$ cat src/rtl/nv_seq_pkg.sv
package nv_seq_pkg;
  localparam int ADDR_W  = 13;
  localparam int SEQ_LEN = 6;

  localparam logic [ADDR_W-1:0] KEY_STORE  = 13'h0F0F;
  localparam logic [ADDR_W-1:0] KEY_RECALL = 13'h0F0E;

  typedef enum logic [2:0] {
    PH_IDLE    = 3'd0,
    PH_ERASE   = 3'd1,
    PH_PROGRAM = 3'd2,
    PH_CLEAR   = 3'd3,
    PH_LOAD    = 3'd4
  } nv_phase_e;

  typedef enum logic [1:0] {
    OP_NONE   = 2'd0,
    OP_STORE  = 2'd1,
    OP_RECALL = 2'd2
  } nv_op_e;

  // fixed prefix of the unlock series, step 0..4
  function automatic logic [ADDR_W-1:0] seq_key(input logic [2:0] idx);
    case (idx)
      3'd0:    seq_key = 13'h0000;
      3'd1:    seq_key = 13'h1555;
      3'd2:    seq_key = 13'h0AAA;
      3'd3:    seq_key = 13'h1FFF;
      3'd4:    seq_key = 13'h10F0;
      default: seq_key = 13'h0000;
    endcase
  endfunction
endpackage

$ cat src/rtl/nv_seq_tracker.sv
module nv_seq_tracker
  import nv_seq_pkg::*;
(
  input  logic              clk_i,
  input  logic              rst_ni,
  input  logic              acc_valid_i,
  input  logic [ADDR_W-1:0] addr_i,
  input  logic              write_n_i,
  input  logic              low_vcc_i,
  input  logic              busy_i,
  input  logic              clear_i,
  output logic              store_fire_o,
  output logic              recall_fire_o,
  output logic              final_hit_o,
  output logic              store_start_o,
  output logic              recall_start_o
);
  localparam int STEP_W = $clog2(SEQ_LEN);
  localparam logic [STEP_W-1:0] LAST_STEP = STEP_W'(SEQ_LEN - 1);

  logic [STEP_W-1:0] step_q, step_d;
  logic live, at_last, hit_store, hit_recall;

  assign live       = acc_valid_i & ~busy_i;
  assign at_last    = (step_q == LAST_STEP);
  assign hit_store  = at_last & (addr_i == KEY_STORE);
  assign hit_recall = at_last & (addr_i == KEY_RECALL);

  assign final_hit_o   = live & write_n_i & (hit_store | hit_recall);
  assign store_fire_o  = final_hit_o & hit_store & ~low_vcc_i;
  assign recall_fire_o = final_hit_o & hit_recall;

  always_comb begin
    step_d = step_q;
    if (clear_i) begin
      step_d = '0;
    end else if (live) begin
      if (!write_n_i || final_hit_o) begin
        step_d = '0;
      end else if (!at_last && addr_i == seq_key(3'(step_q))) begin
        step_d = step_q + STEP_W'(1);
      end else if (addr_i == '0) begin
        step_d = STEP_W'(1);
      end else begin
        step_d = '0;
      end
    end
  end

  always_ff @(posedge clk_i or negedge rst_ni) begin
    if (!rst_ni) begin
      step_q         <= '0;
      store_start_o  <= 1'b0;
      recall_start_o <= 1'b0;
    end else begin
      step_q         <= step_d;
      store_start_o  <= store_fire_o;
      recall_start_o <= recall_fire_o;
    end
  end

  a_r1_step_range: assert property (@(posedge clk_i) disable iff (!rst_ni)
    step_q <= LAST_STEP);

  a_r3_write_clears: assert property (@(posedge clk_i) disable iff (!rst_ni)
    (live && !write_n_i) |=> step_q == '0);

  a_r8_hold_busy: assert property (@(posedge clk_i) disable iff (!rst_ni)
    (busy_i && !clear_i) |=> step_q == $past(step_q));

  a_r9_store_inhibit: assert property (@(posedge clk_i) disable iff (!rst_ni)
    store_start_o |-> $past(!low_vcc_i));

  a_r1_store_pulse: assert property (@(posedge clk_i) disable iff (!rst_ni)
    store_start_o |=> !store_start_o);

  a_r2_recall_pulse: assert property (@(posedge clk_i) disable iff (!rst_ni)
    recall_start_o |=> !recall_start_o);

  a_r2_exclusive: assert property (@(posedge clk_i) disable iff (!rst_ni)
    !(store_start_o && recall_start_o));
endmodule

$ cat src/rtl/nv_busy_timer.sv
module nv_busy_timer
  import nv_seq_pkg::*;
#(
  parameter int STORE_CYCLES  = 1_000_000,
  parameter int RECALL_CYCLES = 2_000
) (
  input  logic       clk_i,
  input  logic       rst_ni,
  input  logic       store_fire_i,
  input  logic       recall_fire_i,
  output logic       busy_o,
  output logic       done_o,
  output nv_phase_e  phase_o
);
  localparam int MAX_CYC = (STORE_CYCLES > RECALL_CYCLES) ? STORE_CYCLES : RECALL_CYCLES;
  localparam int CNT_W   = (MAX_CYC > 2) ? $clog2(MAX_CYC) : 1;
  localparam logic [CNT_W-1:0] STORE_LAST  = CNT_W'(STORE_CYCLES - 1);
  localparam logic [CNT_W-1:0] RECALL_LAST = CNT_W'(RECALL_CYCLES - 1);
  localparam logic [CNT_W-1:0] STORE_HALF  = CNT_W'(STORE_CYCLES / 2);
  localparam logic [CNT_W-1:0] RECALL_HALF = CNT_W'(RECALL_CYCLES / 2);

  nv_op_e           op_q;
  logic [CNT_W-1:0] cnt_q;

  assign busy_o = (op_q != OP_NONE);
  assign done_o = (op_q == OP_STORE  && cnt_q == STORE_LAST) ||
                  (op_q == OP_RECALL && cnt_q == RECALL_LAST);

  always_ff @(posedge clk_i or negedge rst_ni) begin
    if (!rst_ni) begin
      op_q  <= OP_NONE;
      cnt_q <= '0;
    end else if (store_fire_i || recall_fire_i) begin
      op_q  <= store_fire_i ? OP_STORE : OP_RECALL;
      cnt_q <= '0;
    end else if (done_o) begin
      op_q  <= OP_NONE;
      cnt_q <= '0;
    end else if (busy_o) begin
      cnt_q <= cnt_q + CNT_W'(1);
    end
  end

  always_comb begin
    case (op_q)
      OP_STORE:  phase_o = (cnt_q < STORE_HALF)  ? PH_ERASE : PH_PROGRAM;
      OP_RECALL: phase_o = (cnt_q < RECALL_HALF) ? PH_CLEAR : PH_LOAD;
      default:   phase_o = PH_IDLE;
    endcase
  end

  a_r7_no_fire_busy: assert property (@(posedge clk_i) disable iff (!rst_ni)
    busy_o |-> !(store_fire_i || recall_fire_i));

  a_r7_cnt_bound: assert property (@(posedge clk_i) disable iff (!rst_ni)
    busy_o |-> cnt_q <= ((op_q == OP_STORE) ? STORE_LAST : RECALL_LAST));

  a_r10_program_tail: assert property (@(posedge clk_i) disable iff (!rst_ni)
    (phase_o == PH_PROGRAM) |=> (phase_o == PH_PROGRAM || phase_o == PH_IDLE));

  a_r10_load_tail: assert property (@(posedge clk_i) disable iff (!rst_ni)
    (phase_o == PH_LOAD) |=> (phase_o == PH_LOAD || phase_o == PH_IDLE));
endmodule

$ cat src/rtl/nv_seq_trigger.sv
module nv_seq_trigger
  import nv_seq_pkg::*;
#(
  parameter int STORE_CYCLES  = 1_000_000,
  parameter int RECALL_CYCLES = 2_000
) (
  input  logic        clk_i,
  input  logic        rst_ni,
  input  logic        acc_valid_i,
  input  logic [12:0] addr_i,
  input  logic        write_n_i,
  input  logic        out_en_n_i,
  input  logic        low_vcc_i,
  output logic        store_start_o,
  output logic        recall_start_o,
  output logic        busy_o,
  output logic        dq_hiz_o,
  output logic [2:0]  nv_phase_o
);
  logic store_fire, recall_fire, final_hit, done;
  nv_phase_e phase;

  nv_seq_tracker u_tracker (
    .clk_i         (clk_i),
    .rst_ni        (rst_ni),
    .acc_valid_i   (acc_valid_i),
    .addr_i        (addr_i),
    .write_n_i     (write_n_i),
    .low_vcc_i     (low_vcc_i),
    .busy_i        (busy_o),
    .clear_i       (done),
    .store_fire_o  (store_fire),
    .recall_fire_o (recall_fire),
    .final_hit_o   (final_hit),
    .store_start_o (store_start_o),
    .recall_start_o(recall_start_o)
  );

  nv_busy_timer #(
    .STORE_CYCLES (STORE_CYCLES),
    .RECALL_CYCLES(RECALL_CYCLES)
  ) u_timer (
    .clk_i        (clk_i),
    .rst_ni       (rst_ni),
    .store_fire_i (store_fire),
    .recall_fire_i(recall_fire),
    .busy_o       (busy_o),
    .done_o       (done),
    .phase_o      (phase)
  );

  assign nv_phase_o = phase;
  // bus driven only for a plain read with output enable asserted
  assign dq_hiz_o = ~(acc_valid_i & write_n_i & ~out_en_n_i & ~busy_o & ~final_hit);

  a_r7_busy_rise: assert property (@(posedge clk_i) disable iff (!rst_ni)
    $rose(busy_o) |-> (store_start_o || recall_start_o));

  a_r6_hiz_busy: assert property (@(posedge clk_i) disable iff (!rst_ni)
    busy_o |-> dq_hiz_o);
endmodule

$ cat config.mk
export PLATFORM = sky130hd
export DESIGN_NAME = nv_seq_trigger
export DESIGN_NICKNAME = d
export VERILOG_FILES = /design/src/rtl/nv_seq_pkg.sv /design/src/rtl/nv_seq_tracker.sv /design/src/rtl/nv_busy_timer.sv /design/src/rtl/nv_seq_trigger.sv
export SDC_FILE = /design/constraint.sdc
export NUM_CORES = 1
export LEC_CHECK = 0
export BUFFER_PORTS_ARGS = -buffer_cell sky130_fd_sc_hd__buf_2
export CAP_MARGIN = 25
export CORE_MARGIN = 5
export CORE_UTILIZATION = 30
export CTS_BUF_LIST = sky130_fd_sc_hd__clkbuf_4 sky130_fd_sc_hd__clkbuf_8
export DETAILED_ROUTE_END_ITERATION = 6
export PLACE_DENSITY = 0.47
export SYNTH_ARGS = -nofsm -noshare
export SYNTH_HDL_FRONTEND = slang
export SYNTH_SLANG_ARGS = --single-unit
export TNS_END_PERCENT = 100
$ cat constraint.sdc
create_clock -name clk_i -period 2.9 [get_ports clk_i]
set_input_delay 0.145 -clock clk_i [delete_from_list [all_inputs] [get_ports clk_i]]
set_output_delay 0.145 -clock clk_i [all_outputs]
set_load 0.01 [all_outputs]
**After elaboration in Yosys (flattened, before gate mapping)**

Cells that the tools add are included.

- Equal/unequal tests: 12
- Bitwise operators: 18
- Shifts and indexed selects: 0
- Divide/modulo/power cells: 0
- Reduce and logical (&&, ||, !) cells: 13
- $mul: 0
- Magnitude comparators: 2
- Muxes and demuxes: 18
- Add/sub/neg operators: 2

Operators with widths:

| cell | number |
|---|---|
| $mux W20 | 3 |
| $pmux W13 S4 | 1 |
| $mux W13 | 3 |
| $eq A13 B12 Y1 const B | 2 |
| $add A20 B1 Y20 const B | 1 |
| $eq A20 B11 Y1 const B | 1 |
| $eq A20 B20 Y1 const B | 1 |
| $lt A20 B10 Y1 const B | 1 |
| $lt A20 B19 Y1 const B | 1 |
| $mux W3 | 5 |
| $eq A13 B13 Y1 | 1 |
| $logic_not A13 Y1 | 1 |
| $and A1 B1 Y1 | 12 |
| $mux W2 | 4 |
| $eq A3 B2 Y1 const B | 2 |
| $eq A3 B3 Y1 const B | 2 |
| $pmux W3 S2 | 1 |
| $reduce_bool A2 Y1 | 3 |
| $not A1 Y1 | 5 |
| $add A3 B1 Y3 const B | 1 |
| $eq A3 B1 Y1 const B | 1 |
| $logic_and A1 B1 Y1 | 3 |
| $logic_or A1 B1 Y1 | 3 |
| $reduce_bool A3 Y1 | 1 |
| 5 further kinds | 6 |

- RAM bits: 0
- Memory bits (read-only): 0
- Bits of input ports: 19
- Bits in registers: 27
- Bits in latches: 0
- Word-level logic and storage cells: 70
- Memories: 0

**Depth between registers and ports, before layout**

Gate-level depths: netlist (run 1).

- Depth after elaboration: 15
- Depth in mapped cells: 8

**Modules after synthesis**

A second synthesis (run 1) with hierarchy kept.

- Cell total of the unflattened synthesis: 222
- Area, all modules: 1978.1 um^2

By module, submodules not included:

| module | cells an instance | instances | seq. area each (um^2) | area an instance (um^2) |
|---|---|---|---|---|
| nv_busy_timer | 162 | 1 | 550.5 | 1497.7 |
| nv_seq_tracker | 58 | 1 | 125.1 | 469.2 |
| nv_seq_trigger | 2 | 1 | 0.0 | 11.3 |

**Worst setup path before layout (run 1)**

No wires, ideal clock.

- Path type: flip-flop to flip-flop
- From: reg u_timer.op_q[0]
- To: reg u_timer.cnt_q[17]
- Arrival: 1716 ps
- Slack: 1066 ps
- Required time: 2781 ps
- Setup time: 119 ps
- Cell stages (with the launch flop): 9
- Cell sequence: dfrtp_1 > inv_1 > ha_1 > buf_2 > and4b_1 > nand3_1 > nor4_1 > xnor2_1 > nor2_1

- Longest elaborated chain between the ends: 9
- Elaborated cells on any way between the ends: 17
- Classes of those cells: eq/ne: 2; mux: 2; bitwise: 7; reduce/logical: 6

Ends and longest elaborated chain:

| element | RTL line | text |
|---|---|---|
| from (decl) | nv_busy_timer.sv:22 | `nv_op_e op_q;` |
| from (signal assigned) | nv_busy_timer.sv:34 | `op_q <= store_fire_i ? OP_STORE : OP_RECALL;` |
| $reduce_bool A2 Y1 | nv_busy_timer.sv:25 | `assign busy_o = (op_q != OP_NONE);` |
| $not A1 Y1 | nv_seq_tracker.sv:24 | `assign live = acc_valid_i & ~busy_i;` |
| $and A1 B1 Y1 | nv_seq_tracker.sv:24 |  |
| $and A1 B1 Y1 (2 in a row) | nv_seq_tracker.sv:29 | `assign final_hit_o = live & write_n_i & (hit_store \| hit_recall);` |
| $and A1 B1 Y1 (2 in a row) | nv_seq_tracker.sv:30 | `assign store_fire_o = final_hit_o & hit_store & ~low_vcc_i;` |
| $logic_or A1 B1 Y1 | nv_busy_timer.sv:33 | `end else if (store_fire_i \|\| recall_fire_i) begin` |
| $reduce_bool A3 Y1 (no source line) / $mux W20 (equally long branches) | - |  |
| to (signal assigned) | nv_busy_timer.sv:40 | `cnt_q <= cnt_q + CNT_W'(1);` |
| to (decl) | nv_busy_timer.sv:23 | `logic [CNT_W-1:0] cnt_q;` |

Several ways; a longest one is shown, not always the timed one.
A chain may end at the register's enable or synchronous reset.

**Final worst setup path (run 1)**

- From: reg u_timer.cnt_q[11]
- To: out nv_phase_o[1]

- Longest elaborated chain between the ends: 3
- Elaborated cells on any way between the ends: 5
- Classes of those cells: order compare: 2; mux: 3

Ends and longest elaborated chain:

| element | RTL line | text |
|---|---|---|
| $lt A20 B10 Y1 / $lt A20 B19 Y1 (equally long branches) | nv_busy_timer.sv:47, nv_busy_timer.sv:46 |  |
| $mux W3 / $mux W2 (equally long branches) | nv_busy_timer.sv:47, nv_busy_timer.sv:46 |  |
| $pmux W3 S2 (*) | nv_busy_timer.sv:45 | `case (op_q)` |
| to (decl) | nv_seq_trigger.sv:18 | `output logic [2:0] nv_phase_o` |

Every way passes the cells marked *; elsewhere a longest branch is shown, timed or not.

==> key figures, run 1 <==
Worst setup path
  • CP Cell Sequence: or4_4, nor2_1, nand4_1, o22ai_1, buf_2
  • Setup Crit Path Kind: flip-flop to output port
  • Critical path startpoint: u_timer.cnt_q[11]$_DFFE_PN0P_
  • Arrival @ worst endpoint: 2.00 ns
  • Critical path's slowest cell: or4_4
  • Reg-to-reg startpoint: u_timer.op_q[0]$_DFFE_PN0P_
  • Largest stage delay on the critical path: 0.58 ns
  • CP required: 2.76 ns
  • CP Capture Type: output port
  • Crit path max fanout: 8
  • CP startpoint kind: flip-flop

Logic synthesis
  • Most frequent cells after synthesis: 31 x nor2_1, 27 x dfrtp_1, 16 x nand2_1, 15 x xnor2_1, 12 x inv_1
  • EDFF count, synth: 0
  • Gate Count Post-Synth: 216
  • Leading area contributor after synthesis: dfrtp_1
  • Ys async rst share: 1.00
  • Syn Nets: 244
  • Synthesized flop and latch total: 27
  • Top cells by area in the synthesized netlist: dfrtp_1 36%, xnor2_1 7.0%, nor2_1 6.2%, ha_1 6.0%, nand4_1 3.7%
  • Syn_area_per_cell: 8.72 um^2
  • Most frequent cell after synthesis: nor2_1
  • Post-synth top area share: 0.359
  • Synth warnings: 0
  • Main synth FF type: dfrtp_1
  • Mapped cell area: 0.00188 mm^2
  • Post-synthesis sequential area ratio: 0.359
  • Synth unique cells: 43

Global route
  • Vias in the first global route: 1621
  • First-pass GRT wire length: 7930 um
  • Number of antenna violations at the first check in global routing: 0
  • Largest net degree at the start of global routing: 28
  • GRT Total Usage: 0.125
  • Total grt overflow: 0

STA
  • Rel. slew slack: 0.588
  • Fin. Hold Viols: 0
  • Final setup viols: 0
  • Final period utilization: 0.740
  • Fin Clk Skew: 0.00699 ns
  • Fin. max-slew vios: 0
  • Setup TNS: 0 ns
  • RSZ-0062 raised after global routing: false
  • Worst-Margin Slew: 0.618 ns
  • Fmax: 466 MHz
  • Final Critical Period: 2.15 ns

CTS
  • # H-tree levels: 1
  • Clk buf depth: 2
  • Post-CTS Resized: 0
  • Clk sinks: 27
  • Num CTS Buffers: 3
  • Clk_lat worst skew: 0.27 ns
  • Root Buffer: clkbuf_8
  • Clock slew at reported path FFs: 0.10 ns
  • CTS tree: yes

Die
  • Core area: 0.00603 mm^2
  • Die Y: 89.2 um
  • IO Pins: 26
  • Row cnt: 28
  • Width of the die: 89.2 um
  • Initial Util: 0.313
  • Die area: 0.00796 mm^2

Route
  • DR iter-0 viols: 64
  • Total number of vias: 1632
  • Via-to-Cell Ratio: 5.20
  • Initial DRT Pass Iterations: 4
  • DR WL/cell: 14.5 um
  • Final ANT Viol Nets: 0
  • Post-Route WL: 4540 um
  • DRC Markers: 0

Flow run
  • Max-cap viol count: 0

Finish
  • Post-Layout Cell Count: 314
  • Post-layout nets: 268
  • Post-Layout Inst Area: 0.00211 mm^2
  • # fillers: 647
  • Ant diodes: 0
  • Layout area overhead: 12.0%
  • Share of cells above drive strength 1: 0.146

Power
  • Net Switching: 0.000138 W
  • Sw frac: 0.218
  • Pleak: 0.873 nW
  • Clk network pwr share: 0.355
  • Combinational power share: 0.053
  • VDD IR max: 0.143 mV
  • Sequential power share: 0.592
  • Pwr Density: 301 mW/mm^2
  • Int Power: 0.000497 W

Run status
  • Status: complete, no violations

Min path
  • Worst hold path class: primary input to flip-flop
  • Hold path start: addr_i[0]

Place
  • Routability Congestion: 0.789
  • Placed standard-cell area: 0.00205 mm^2
  • IO Port Bufs: 25
  • Cells after DPL: 309
  • Dpl hpwl: 3540 um
logic make-up after synthesis:
logic type | synth area share
simple gates | 0.351
flops | 0.359
compound gates | 0.0804
xor+xnor | 0.0884
buf+inv | 0.0512
fa+ha+maj | 0.0598
mux | 0.0106
power by group through the flow:
stage	logic, W	registers [W]	clock network [W]
2_1_floorplan	0.00000698	0.000384	0
3_3_place_gp	0.0000335	0.000384	0
3_5_place_dp	0.0000339	0.000384	0
4_1_cts	0.0000349	0.000376	0.000237
5_1_grt	0.0000391	0.000376	0.000251
6_report	0.0000335	0.000376	0.000226
final cells by class:
class                      instances  area (um^2)  share of cell area
inverter                          12         45.0              0.0214
multi-input combinational        170         1110               0.527
sequential                        27          676               0.320
timing repair buffer              26          135              0.0641
tap                               75         93.8              0.0445
clock buffer                       4         48.8              0.0231
placed cells by master (no fill, tap or decap), drive strengths merged, types with 9 or more instances in the layout:
cell and count:
buf 25, dfrtp 27, ha 9, inv 12, nand2 16, nand3 11, nand4 11, nor2 31
nor4 12, xnor2 15
worst max-delay path: cells and delay by family, from the launching register on:
kind            cells  cell delay [ns]
compound gates      1             0.17
simple gates        3             0.94
flops               1             0.47
buf+inv             1             0.15
per-layer routing:
metal  vias to the layer above  wire (um)  global-route usage
met3                         4        124              0.0212
met1                       782       2320               0.185
li1                        823          -                   -
met5                         -          0                   0
met4                         0         40              0.0379
met2                        23       2060               0.184
repair_timing:
action                     CTS  global route
hold buffers                 1             0
setup buffers                0             0
hold endpoints to repair    27             0
setup endpoints to repair    0             0
stage by stage:
step	utilization	setup WS (ns)	hold WS (ns)	total power [W]
2_1_floorplan	-	1.07	-0.151	0.000391
3_3_place_gp	0.340	0.757	0.210	0.000417
3_5_place_dp	0.340	0.783	0.211	0.000417
4_1_cts	0.350	0.755	0.0714	0.000648
5_1_grt	0.350	0.597	0.0778	0.000667
6_report	0.350	0.754	0.0711	0.000635
sequential cells by signal, indices dropped and copies added (netlist names):
signal / count
u_timer.cnt_q: 20
u_timer.op_q: 2
u_tracker.recall_start_o: 1
u_tracker.step_q: 3
u_tracker.store_start_o: 1
worst paths after layout:
| check | slack (ns) | to | cells after the start |
|---|---|---|---|
| min in group asynchronous | 0.42 | u_timer.cnt_q[19]$_DFFE_PN0P_ | 2 |
| worst min register to register | 0.57 | u_timer.cnt_q[1]$_DFFE_PN0P_ | 2 |
| max in group asynchronous | 2.08 | u_timer.cnt_q[14]$_DFFE_PN0P_ | 2 |
| worst min-delay path | 0.07 | u_tracker.recall_start_o$_DFF_PN0_ | 2 |
| worst max-delay path | 0.75 | nv_phase_o[1] | 5 |
| worst max register to register | 0.79 | u_timer.cnt_q[17]$_DFFE_PN0P_ | 7 |
No activity file was read; power rests on OpenSTA's default activity.
==> run 2, diff against run 1 <==
PLACE_DENSITY = 0.49   (was 0.47)
clock period = 1.9 ns   (was 2.9 ns; I/O delays follow)
==> run 2 against run 1 <==
Net effect:
- the flow now finishes with violations (setup timing)
- core utilization up 7.9 points
- count of clock-buffer cells in the layout down 1
- total power up 52%
- hold slack lost 0.054 ns
- first-iteration DRC count up 28%
- non-clock buffer count up 34
- final cell count up 11%
- register-to-register slack worse by 0.81 ns
- sequential power increased by 53%
- critical endpoint unchanged
- largest cell class unchanged
==> key figures, run 2 (synthesized netlist as in run 1, its figures left out) <==
Run status
  • Status: finished, violations left
  • Violated checks: setup timing

Worst setup path
  • Worst reg2reg setup slack: -0.02 ns
  • Reg-to-reg startpoint: u_timer.cnt_q[16]$_DFFE_PN0P_
  • CP Cell Sequence: or4_4, nor2_4, nand4_1, o22ai_1, buf_2
  • FF-to-FF path depth: 6
  • RR Endpoint: u_timer.cnt_q[6]$_DFFE_PN0P_
  • Critical path's slowest cell: or4_4
  • CP Depth: 5
  • Crit path max fanout: 3
  • Arrival @ worst endpoint: 1.84 ns
  • CP startpoint kind: flip-flop
  • Setup Crit Path Kind: flip-flop to output port
  • WP buf/inv: 1
  • CP Capture Type: output port
  • Largest stage delay on the critical path: 0.58 ns
  • Critical path startpoint: u_timer.cnt_q[11]$_DFFE_PN0P_
  • CP required: 1.80 ns
  • Cell family with the largest share of critical-path delay: simple AND/OR/NAND/NOR gates

Finish
  • Biggest register: u_timer.cnt_q
  • Ant diodes: 0
  • Largest registers: u_timer.cnt_q x20, u_tracker.step_q x3, u_timer.op_q x2
  • Share of cells above drive strength 1: 0.352
  • Max FFs per register: 20
  • Commonest non-fill, non-tap cell in the layout: buf_4
  • Post-layout nets: 302
  • Post-Layout Cell Count: 348
  • Post-Layout Inst Area: 0.00258 mm^2
  • Most frequent cells in the layout: 30 x buf_4, 27 x dfrtp_1, 25 x buf_2, 16 x nand2_1
  • Final Util: 0.429
  • Layout area overhead: 37.2%

Power
  • Int Power: 0.000742 W
  • Sequential power share: 0.596
  • VDD IR max: 0.255 mV
  • Net Switching: 0.000221 W
  • Sw frac: 0.230
  • Pwr Density: 373 mW/mm^2
  • Pleak: 1.05 nW
  • Clk network pwr share: 0.351
  • Combinational power share: 0.053

CTS
  • Clk_lat worst skew: 0.28 ns
  • CTS tree: yes
  • Clk sinks: 27
  • Clock slew at reported path FFs: 0.10 ns
  • # H-tree levels: 1
  • Root Buffer: clkbuf_8
  • Clk buf depth: 2
  • Num CTS Buffers: 3

Min path
  • Hold EP: u_tracker.recall_start_o$_DFF_PN0_
  • Hold path start: addr_i[0]
  • Worst hold path class: primary input to flip-flop
  • Hold depth: 2

STA
  • Fmax: 516 MHz
  • Final Critical Period: 1.94 ns
  • Final setup viols: 12
  • Final period utilization: 1.02
  • RSZ-0062 raised after global routing: true
  • Rel. slew slack: 0.591
  • Fin. max-slew vios: 0
  • Fin. Hold Viols: 0
  • Worst-Margin Slew: 0.613 ns
  • Worst Setup Slack, final: -0.0384 ns
  • Fin Clk Skew: 0.0126 ns
  • Setup TNS: -0.139 ns

Die
  • Core area: 0.00603 mm^2
  • Die area: 0.00796 mm^2
  • Die Y: 89.2 um
  • Initial Util: 0.313
  • Row cnt: 28
  • Width of the die: 89.2 um
  • IO Pins: 26

Global route
  • Number of antenna violations at the first check in global routing: 0
  • Vias in the first global route: 1653
  • Largest net degree at the start of global routing: 28
  • First-pass GRT wire length: 7960 um
  • Total grt overflow: 0
  • GRT Total Usage: 0.125

Route
  • DR WL/cell: 14.1 um
  • DR iter-0 viols: 82
  • Initial DRT Pass Iterations: 4
  • Via-to-Cell Ratio: 5.11
  • Total number of vias: 1777
  • Post-Route WL: 4920 um
  • DRC Markers: 0
  • Final ANT Viol Nets: 0

Place
  • Dpl hpwl: 3790 um
  • Routability Congestion: 0.811
  • IO Port Bufs: 25
  • Placed standard-cell area: 0.00229 mm^2
  • Worst slack, placed: -0.0132 ns
  • Cells after DPL: 337

Flow run
  • Max-cap viol count: 0
==> run 2: changes by cell type in the layout (fill, tap and decap cells not counted), moves of 2 or more <==
cell,change
ha_1,-3
buf_4,+30
nor2_4,+14
nor2_2,+2
a21oi_1,-2
a21oi_2,+2
buf_12,+3
ha_4,+2
nor2_1,-16
==> run 2: stage by stage <==
stage,power [W],hold slack [ns]
2_1_floorplan,0.000596,-0.201
3_3_place_gp,0.000636,0.157
3_5_place_dp,0.000636,0.151
4_1_cts,0.000972,0.0107
5_1_grt,0.00101,0.0202
6_report,0.000963,0.0174
==> run 2: what timing repair did <==
action,4_1_cts,5_1_grt
hold buffers,1,0
setup buffers,0,5
hold endpoints to repair,27,0
gates cloned,0,1
setup endpoints to repair,26,26
gates resized for setup,10,33
pin swaps,3,14
==> run 2: final cells by class <==
type | count | area, um^2
fill | 591 | 3440
clock buffer | 3 | 41.3
multi-input combinational | 170 | 1280
clock inverter | 1 | 5.00
tap | 75 | 93.8
sequential | 27 | 676
inverter | 12 | 45.0
timing repair buffer | 60 | 445
==> run 2: worst max path at each step <==
stage / slack (ns) / endpoint
after detailed placement: -0.01 / u_timer.cnt_q[6]$_DFFE_PN0P_
after global routing: -0.13 / nv_phase_o[1]
after floorplan: 0.07 / u_timer.cnt_q[19]$_DFFE_PN0P_
after global placement: 0.004 / u_timer.cnt_q[18]$_DFFE_PN0P_
after CTS: -0.01 / nv_phase_o[1]
final: -0.04 / nv_phase_o[1]
==> run 2: routing by layer <==
metal,vias to the layer above,GRT usage,part of all wire
met5,-,0,0
met4,0,0.0162,0.0031
met3,2,0.0221,0.032
met2,20,0.198,0.47
met1,864,0.183,0.49
li1,891,-,-
==> run 2: power by group through the flow <==
stage	sequential (W)	combinational, W	clock [W]
after detailed placement	0.000586	0.0000500	0
after global routing	0.000574	0.0000591	0.000376
final	0.000574	0.0000509	0.000338
after floorplan	0.000586	0.0000107	0
after global placement	0.000586	0.0000500	0
after CTS	0.000574	0.0000517	0.000346
